<file path="config.mk">
export PLATFORM = sky130hd
export DESIGN_NAME = ballast_pwr_seq
export DESIGN_NICKNAME = d
export VERILOG_FILES = /design/src/rtl/bps_pkg.sv /design/src/rtl/bps_sync_edge.sv /design/src/rtl/bps_timer.sv /design/src/rtl/ballast_pwr_seq.sv
export SDC_FILE = /design/constraint.sdc
export NUM_CORES = 1
export LEC_CHECK = 0
export ABC_AREA = 1
export BUFFER_PORTS_ARGS = -buffer_cell sky130_fd_sc_hd__buf_2
export CORE_MARGIN = 2
export CORE_UTILIZATION = 38
export DETAILED_ROUTE_END_ITERATION = 8
export PLACE_DENSITY = 0.7
export SLEW_MARGIN = 25
export SYNTH_ARGS = -nofsm -noshare
export SYNTH_HDL_FRONTEND = slang
export SYNTH_SLANG_ARGS = --single-unit
</file>
<file path="constraint.sdc">
create_clock -name clk -period 1.35 [get_ports clk]
set_clock_uncertainty 0.2 [all_clocks]
set_input_delay 0.27 -clock clk [delete_from_list [all_inputs] [get_ports clk]]
set_output_delay 0.27 -clock clk [all_outputs]
set_load 0.03 [all_outputs]
</file>
<file path="src/rtl/bps_pkg.sv">
package bps_pkg;
    typedef enum logic [1:0] {
        ST_START = 2'd0,
        ST_SAVE  = 2'd1,
        ST_OPER  = 2'd2,
        ST_SHUT  = 2'd3
    } pmode_t;

    typedef enum logic [1:0] {
        REF_OFF  = 2'd0,
        REF_LOW  = 2'd1,
        REF_HIGH = 2'd2
    } refmode_t;
endpackage

</file>
<file path="src/rtl/bps_sync_edge.sv">
module bps_sync_edge #(
    parameter int STAGES = 2
) (
    input  logic clk,
    input  logic rst,
    input  logic din,
    output logic level,
    output logic rise,
    output logic fall
);
    // chain[STAGES-1] is the synchronised level, chain[STAGES] its previous value
    logic [STAGES:0] chain;

    always_ff @(posedge clk) begin
        if (rst) chain <= '0;
        else     chain <= {chain[STAGES-1:0], din};
    end

    assign level = chain[STAGES-1];
    assign rise  = chain[STAGES-1] & ~chain[STAGES];
    assign fall  = ~chain[STAGES-1] & chain[STAGES];
endmodule

</file>
<file path="src/rtl/bps_timer.sv">
module bps_timer #(
    parameter int LIMIT = 16
) (
    input  logic clk,
    input  logic rst,
    input  logic clr,
    output logic done
);
    localparam int W = $clog2(LIMIT + 1);
    logic [W-1:0] cnt;

    always_ff @(posedge clk) begin
        if (rst || clr)            cnt <= '0;
        else if (cnt != W'(LIMIT)) cnt <= cnt + 1'b1;
    end

    assign done = (cnt == W'(LIMIT));

    // a clear always restarts the window
    p_clear_restarts_r7: assert property (@(posedge clk) disable iff (rst)
        clr |=> !done);
endmodule

</file>
<file path="src/rtl/ballast_pwr_seq.sv">
module ballast_pwr_seq
    import bps_pkg::*;
#(
    parameter int DWELL_CYC   = 16,
    parameter int WDOG_CYC    = 32,
    parameter int SYNC_STAGES = 2
) (
    input  logic       clk,
    input  logic       rst,
    input  logic       vcc_ge_on,
    input  logic       vcc_ge_sm,
    input  logic       vcc_lt_off,
    input  logic       vcc_lt_refoff,
    input  logic       ref_gt_3v,
    input  logic       ref_lt_2v,
    input  logic       lsi,
    input  logic       hsi,
    output logic       hv_gen_en,
    output logic [1:0] ref_mode,
    output logic       reg_en,
    output logic       ocp_en,
    output logic       drv_en
);
    pmode_t   state_q, state_d;
    refmode_t ref_sel;
    logic     gen_q;
    logic     lsi_lvl, lsi_rise, lsi_fall, lsi_edge;
    logic     hsi_lvl, hsi_rise, hsi_fall;
    logic     dwell_done, wdog_done;
    logic     fault;

    bps_sync_edge #(.STAGES(SYNC_STAGES)) u_lsi_sync (
        .clk(clk), .rst(rst), .din(lsi),
        .level(lsi_lvl), .rise(lsi_rise), .fall(lsi_fall)
    );

    bps_sync_edge #(.STAGES(SYNC_STAGES)) u_hsi_sync (
        .clk(clk), .rst(rst), .din(hsi),
        .level(hsi_lvl), .rise(hsi_rise), .fall(hsi_fall)
    );

    assign lsi_edge = lsi_rise | lsi_fall;

    bps_timer #(.LIMIT(DWELL_CYC)) u_dwell (
        .clk(clk), .rst(rst), .clr(state_q != ST_SAVE), .done(dwell_done)
    );

    bps_timer #(.LIMIT(WDOG_CYC)) u_wdog (
        .clk(clk), .rst(rst), .clr((state_q != ST_OPER) || lsi_edge), .done(wdog_done)
    );

    assign fault = vcc_lt_off | ref_lt_2v;

    // Generator hysteresis latch used while in SAVE
    always_ff @(posedge clk) begin
        if (rst)             gen_q <= 1'b1;
        else if (vcc_ge_on)  gen_q <= 1'b0;
        else if (!vcc_ge_sm) gen_q <= 1'b1;
    end

    // Next-state decision
    always_comb begin
        state_d = state_q;
        unique case (state_q)
            ST_START: if (vcc_ge_on) state_d = ST_SAVE;
            ST_SAVE: begin
                if (vcc_lt_refoff)                             state_d = ST_START;
                else if (dwell_done && ref_gt_3v && hsi_fall)  state_d = ST_OPER;
            end
            ST_OPER: begin
                if (fault)          state_d = ST_SHUT;
                else if (wdog_done) state_d = ST_SAVE;
            end
            ST_SHUT: begin
                if (vcc_lt_refoff)  state_d = ST_START;
                else if (vcc_ge_on) state_d = ST_SAVE;
            end
        endcase
    end

    // State register
    always_ff @(posedge clk) begin
        if (rst) state_q <= ST_START;
        else     state_q <= state_d;
    end

    // Outputs per state
    always_comb begin
        hv_gen_en = 1'b0;
        ref_sel   = REF_OFF;
        reg_en    = 1'b0;
        ocp_en    = 1'b0;
        drv_en    = 1'b0;
        unique case (state_q)
            ST_START: hv_gen_en = 1'b1;
            ST_SAVE: begin
                hv_gen_en = gen_q;
                ref_sel   = REF_LOW;
            end
            ST_OPER: begin
                ref_sel = REF_HIGH;
                reg_en  = 1'b1;
                ocp_en  = 1'b1;
                drv_en  = 1'b1;
            end
            ST_SHUT: begin
                hv_gen_en = 1'b1;
                ref_sel   = REF_LOW;
            end
        endcase
    end

    assign ref_mode = ref_sel;

    // ---------------- assertions ----------------
    p_reset_start_r1: assert property (@(posedge clk) disable iff (rst)
        $past(rst) |-> (hv_gen_en && ref_mode == 2'd0 && !reg_en && !ocp_en && !drv_en));

    p_start_hold_r2: assert property (@(posedge clk) disable iff (rst)
        (state_q == ST_START && !vcc_ge_on) |=> (state_q == ST_START));

    p_save_gen_on_r3: assert property (@(posedge clk) disable iff (rst)
        (state_q == ST_SAVE && !vcc_ge_sm && !vcc_ge_on) |=> (hv_gen_en || state_q != ST_SAVE));

    p_oper_entry_r5: assert property (@(posedge clk) disable iff (rst)
        $rose(drv_en) |-> $past(dwell_done && ref_gt_3v && hsi_fall));

    p_idle_return_r7: assert property (@(posedge clk) disable iff (rst)
        (state_q == ST_OPER && wdog_done && !fault) |=> (state_q == ST_SAVE));

    p_fault_shut_r8: assert property (@(posedge clk) disable iff (rst)
        (state_q == ST_OPER && fault) |=> (state_q == ST_SHUT && hv_gen_en && !drv_en));

    p_refoff_start_r10: assert property (@(posedge clk) disable iff (rst)
        ((state_q == ST_SAVE || state_q == ST_SHUT) && vcc_lt_refoff) |=> (state_q == ST_START));

    p_ref_code_r11: assert property (@(posedge clk) disable iff (rst)
        ref_mode != 2'd3);
endmodule

</file>
==> impl_metrics.csv, run 1 <==
group,metric,value,unit
sta,tns,-2.73,ns
worst_hold_path,hold_path_class,"input pin to register",
pwr,power.total,1.89,mW
status,violations,"negative setup slack",
cts,h-tree-depth,1,
worst_hold_path,hp-start,"rst",
cts,cts_sinks,20,
yosys,synth_top_family_by_area,"simple AND/OR/NAND/NOR gates",
placement,dpl_worst_slack,-0.106,ns
pwr,powerDensity,1310,mW/mm^2
global_route,grt_overflow,0,
worst_setup_path,required,0.88,ns
yosys,ys_ff_latch,20,
yosys,synth_compound_area_share,6.84,%
sta,timing.final.ws_setup,-0.393,ns
pwr,p_leak,0.592,nW
yosys,synthFlopType,"dfxtp_1",
yosys,netlist_instances,135,
worst_setup_path,slowest_stage,"dfxtp_4",
status,status,"complete, but fails checks",
sta,hold_slack,0.0186,ns
cts,cts_buffer_depth,2,
yosys,synth-edff-count,0,
placement,port-buffer-count,15,
cts,cts_buffers,3,
finish,diodes,0,
global_route,use_met3,2.33,%
global_route,antenna_found_initial,0,
yosys,synthMuxAreaShare,0,%
sta,rsz0062_at_grt,"yes",
yosys,synth_fp_nets,153,
finish,design_area,0.00144,sq mm
sta,slew_headroom,84.9,%
yosys,synth-simple-area-share,26.4,%
sta,fin_crit_sh,129,%
pwr,switchingPower,0.652,mW
yosys,yosysSeqAreaShare,39.1,%
placement,hpwl,1400,um
sta,fmax,574,MHz
sta,hold_viol,0,
drt,ant_nets,0,
global_route,track_usage,13.6,%
run,cap_violations,0,
finish,final_util,57.1,%
global_route,grt.busiest_layer,"met2",
global_route,grt_max_degree,13,
pwr,peakVddDrop,1.34,mV
yosys,avgSynthCellArea,7.59,sq um
floorplan,die-area,0.00313,sq mm
pwr,seqPwrFrac,36.1,%
sta,period_minus_slack,1.74,ns
worst_setup_path,crit_path_cell_trace,"inv_4, ha_4, or2_4, buf_6",
pwr,comb_power_share,41.6,%
drt,routedWlPerCell,10.4,um
yosys,synthesis.area,0.00102,sq mm
placement,place_inst,184,
yosys,synth_xor_area_share,5.13,%
sta,setup_viol_count_final,14,
drt,drc,0,
finish,drive_gt1_share,42.4,%
global_route,grt_first_pass_wirelength,3450,um
yosys,ys_top_cells_by_area,"dfxtp_1 (39%), ha_1 (9.8%), inv_1 (8.8%)",
cts,tritoncts,"built",
worst_setup_path,max_stage_delay,0.39,ns
drt,vias,901,
sta,tightest_slew,0.226,ns
yosys,ys_warn_count,0,
worst_setup_path,path_max_fanout,4,
yosys,synth_common_cells,"inv_1 (24), nor2_1 (22), dfxtp_1 (20)",
finish,final_nets,184,
drt,vias_per_cell,4.62,
sta,slew_viol_final,0,
floorplan,start_util,40.6,%
floorplan,core-area,0.00252,sq mm
yosys,ys_types,22,
placement,gp_congestion,0.770,
pwr,p_clk_share,22.3,%
worst_setup_path,start_kind,"register",
yosys,synth_top_area_share,39.1,%
drt,wl,2020,um
global_route,grt_pass1_vias,914,
floorplan,placementRows,18,
floorplan,ios,16,
cts,root_buffer,"clkbuf_4",
global_route,use_met2,26.5,%
global_route,grt_util_met1,13.9,%
floorplan,die_w,55.9,um
pwr,p_sw_share,34.5,%
finish,fin_cells,195,
pwr,internal_power,1.24,mW
yosys,yosys.area.top_type,"dfxtp_1",
yosys,async_reset_ff_share,0,%
worst_setup_path,critical_path_arrival,1.27,ns
cts,clk_pin_slew_worst_paths,0.12,ns
yosys,yosys.cell_count.top_type,"inv_1",
worst_setup_path,critPathLaunch,"state_q[1]$_SDFFE_PP0P_",
placement,place_area,0.00122,sq mm
worst_setup_path,r2r_start,"state_q[0]$_SDFFE_PP0P_",
worst_setup_path,endpoint_kind,"output port",
finish,area_growth,40.7,%
yosys,synthAdderAreaFrac,9.77,%
worst_setup_path,crit_type,"register to output port",
floorplan,die_h,55.9,um
cts,clk_latency,0.31,ns
drt,drt_pass1_iterations,4,
drt,first_iter_violations,11,
## sequential cells by signal, indices dropped and copies added (netlist names)
register	cells
gen_q	1
u_hsi_sync.chain	3
state_q	2
u_dwell.cnt	5
u_lsi_sync.chain	3
u_wdog.cnt	6
## power by group through the flow
stage,Sequential [mW],Combinational (mW),Clock [mW]
floorplan,0.688,0.467,0
global placement,0.688,0.586,0
detailed placement,0.690,0.596,0
CTS,0.675,0.734,0.429
global route,0.686,0.847,0.454
finish,0.682,0.786,0.421
## timing repair
| item | 4_1_cts | 5_1_grt |
|---|---|---|
| setup buffers | 3 | 3 |
| hold buffers | 3 | 0 |
| pin swaps | 3 | 12 |
| resized for setup | 18 | 22 |
| hold endpoints to repair | 3 | 0 |
| setup endpoints to repair | 9 | 17 |
| gates cloned | 0 | 0 |
## routing by layer
layer / routed length, um / vias to the layer above
met5: 0 / -
met3: 51 / 2
met1: 831 / 411
met4: 12 / 0
met2: 1130 / 18
li1: - / 470
## worst max-delay path: cells and delay by family (launching register included)
family                   cells  cell delay [ns]
flip-flops                   1             0.39
AND/OR/NAND/NOR              1             0.22
buffers and inverters        2             0.19
adder cells (fa/ha/maj)      1             0.16
## placed cells by master (no fill, tap or decap), types with 2 or more instances in the layout
cell type | netlist | final
nor2_1 | 22 | 19
o21ai_1 | 0 | 2
ha_1 | 8 | 2
xnor2_1 | 3 | 3
nand2_2 | 5 | 6
ha_4 | 0 | 4
buf_4 | 3 | 10
inv_4 | 0 | 3
o21ai_0 | 8 | 5
inv_1 | 24 | 17
nor2_2 | 2 | 5
dlygate4sd3_1 | 0 | 3
buf_6 | 1 | 8
buf_2 | 0 | 9
dfxtp_4 | 0 | 2
nand3_1 | 6 | 6
dfxtp_2 | 0 | 2
xor2_1 | 3 | 3
clkbuf_4 | 0 | 3
inv_2 | 2 | 6
dfxtp_1 | 20 | 16
a21oi_1 | 6 | 4
nand2_1 | 15 | 13
ha_2 | 0 | 2
## final timing paths
kind                            slack, ns                              to  cells after the start
worst max-delay path                -0.39                     ref_mode[0]                      4
worst min-delay path                 0.02  u_hsi_sync.chain[0]$_SDFF_PP0_                      2
worst max register to register      -0.22         state_q[1]$_SDFFE_PP0P_                     10
worst min register to register       0.21  u_lsi_sync.chain[1]$_SDFF_PP0_                      2
## kinds of logic (layout without fill, tap and decap cells)
kind of cell | count (synthesis) | count (layout)
AOI/OAI and AO/OA | 14 | 14
xor gates and xnor gates | 6 | 6
adders and majority gates | 8 | 8
buffers and inverters | 30 | 60
DFF | 20 | 20
and+or+nand+nor | 57 | 57
## cell type report
class | instances | area (sq um)
Clock buffer | 4 | 47.5
Inverter | 26 | 105
Fill cell | 227 | 1080
Timing Repair Buffer | 30 | 240
Sequential cell | 20 | 410
Multi-Input combinational cell | 85 | 601
Tap cell | 30 | 37.5
Power figures use the tool's default switching activity.
==> run 2: changes to the inputs <==
--- a/config.mk
+++ b/config.mk
@@ -11,6 +11,7 @@
 export CORE_UTILIZATION = 38
 export DETAILED_ROUTE_END_ITERATION = 8
 export PLACE_DENSITY = 0.7
+export REMOVE_ABC_BUFFERS = 1
 export SLEW_MARGIN = 25
 export SYNTH_ARGS = -nofsm -noshare
 export SYNTH_HDL_FRONTEND = slang
==> run 2 against run 1 <==
  * The run still ends with negative setup slack left
  * Design area up 0.96%
  * Wire length rose by 19%
  * Power down 1.4%
  * Sequential share of layout area is 0.27 points lower
  * Fmax is 1.3% lower
  * Register-to-register slack worse by 0.03 ns
  * First-iteration DRC count is 18% higher
  * Non-clock buffer count rose by 3
  * Clock power down 17%
  * Combinational power up 5.0%
==> impl_metrics.csv, run 2 (synthesized netlist as in run 1, its figures left out) <==
group,metric,value,unit
status,violations,"negative setup slack",
finish,largest_reg_flops,6,
pwr,p_leak,0.604,nW
drt,drc,0,
placement,place_area,0.00119,sq mm
floorplan,die-area,0.00313,sq mm
status,status,"complete, but fails checks",
worst_setup_path,path_max_fanout,3,
cts,cts_buffers,3,
finish,drive_gt1_share,44.0,%
finish,design_area,0.00146,sq mm
sta,slew_headroom,81.9,%
finish,final_nets,187,
drt,wl,2410,um
sta,fmax,567,MHz
sta,setup_viol_count_final,14,
floorplan,ios,16,
cts,cts_buffer_depth,2,
sta,tightest_slew,0.270,ns
sta,period_minus_slack,1.77,ns
floorplan,placementRows,18,
finish,diodes,0,
drt,vias,930,
floorplan,core-area,0.00252,sq mm
drt,drt_pass1_iterations,4,
cts,cts_sinks,20,
cts,clk_pin_slew_worst_paths,0.11,ns
sta,timing.final.ws_setup,-0.415,ns
drt,routedWlPerCell,12.2,um
cts,root_buffer,"clkbuf_4",
drt,first_iter_violations,13,
placement,dpl_worst_slack,-0.230,ns
global_route,grt_pass1_vias,906,
cts,h-tree-depth,1,
finish,layout_commonest_cell,"nor2_1",
finish,mostFrequentLayoutCells,"nor2_1 (19), inv_1 (17), dfxtp_1 (16)",
worst_hold_path,hold_path_class,"input pin to register",
placement,hpwl,1450,um
global_route,grt_overflow,0,
sta,fin_crit_sh,131,%
worst_setup_path,required,0.88,ns
worst_setup_path,crit_type,"register to output port",
worst_setup_path,start_kind,"register",
floorplan,die_h,55.9,um
pwr,peakVddDrop,1.15,mV
placement,port-buffer-count,15,
worst_setup_path,critical_path_arrival,1.30,ns
finish,largest_register,"u_wdog.cnt",
sta,rsz0062_at_grt,"yes",
global_route,antenna_found_initial,0,
finish,fill_cells,198,
global_route,grt_max_degree,12,
cts,clk_latency,0.30,ns
finish,area_growth,42.0,%
drt,vias_per_cell,4.70,
sta,slew_viol_final,0,
global_route,grt_first_pass_wirelength,3600,um
drt,ant_nets,0,
pwr,powerDensity,1280,mW/mm^2
floorplan,die_w,55.9,um
finish,top_regs,"u_wdog.cnt (6), u_dwell.cnt (5)",
worst_setup_path,endpoint_kind,"output port",
floorplan,start_util,40.6,%
placement,gp_congestion,0.760,
run,cap_violations,0,
sta,hold_viol,0,
global_route,track_usage,14.3,%
cts,tritoncts,"built",
run 2: final timing paths:
path	to	slack, ns	from	cells after the start
worst max-delay path	hv_gen_en	-0.42	state_q[1]$_SDFFE_PP0P_	5
worst min-delay path	gen_q$_SDFFE_PP1P_	0.02	vcc_ge_on	2
worst max register to register	u_wdog.cnt[1]$_SDFFE_PP0N_	-0.25	state_q[0]$_SDFFE_PP0P_	8
worst min register to register	u_hsi_sync.chain[1]$_SDFF_PP0_	0.22	u_hsi_sync.chain[0]$_SDFF_PP0_	2
run 2: power by group:
group | total (mW) | internal (mW) | switching [mW]
sequential | 0.688 | 0.638 | 0.0500
combinational | 0.825 | 0.400 | 0.424
clock | 0.350 | 0.165 | 0.185
run 2: critical path: stages, from the launching register on:
cell and delay (ns):
dfxtp_4 0.39, inv_4 0.08, ha_4 0.14, nand2_1 0.10, a21oi_4 0.14, buf_6 0.14
run 2: per-stage QoR:
stage | utilization [%] | cells | TNS, ns | hold slack [ns] | power, mW
floorplan | - | 131 | -9.40 | 0.141 | 1.00
global placement | 47.3 | 188 | -1.31 | 0.193 | 1.17
detailed placement | 47.3 | 188 | -2.11 | 0.195 | 1.19
CTS | 55.0 | 196 | -2.69 | 0.0108 | 1.76
global route | 57.7 | 198 | -3.62 | 0.0320 | 1.95
finish | 57.7 | 198 | -2.91 | 0.0233 | 1.86
run 2: routing by layer:
| layer | vias up | part of all wire (%) | track usage, % | wire length [um] |
|---|---|---|---|---|
| met5 | - | 0 | 0 | 0 |
| met4 | 0 | 2.5 | 6.46 | 61 |
| met3 | 7 | 3.8 | 1.86 | 92 |
| met2 | 24 | 55 | 26.5 | 1320 |
| met1 | 425 | 39 | 16.0 | 937 |
| li1 | 474 | - | - | - |
run 2: final cells by class:
| class | count | area, sq um | share of cell area, % |
|---|---|---|---|
| Sequential cell | 20 | 410 | 28.2 |
| Multi-Input combinational cell | 85 | 598 | 41.1 |
| Tap cell | 30 | 37.5 | 2.58 |
| Timing Repair Buffer | 33 | 268 | 18.4 |
| Inverter | 26 | 105 | 7.22 |
| Clock buffer | 4 | 36.3 | 2.49 |
run 2: what timing repair did:
action / in CTS / in global routing
hold endpoints to repair: 2 / 0
buffers inserted: 2 / 2
hold buffers: 2 / 0
pin swaps: 2 / 8
gates resized for setup: 38 / 18
setup endpoints to repair: 17 / 17
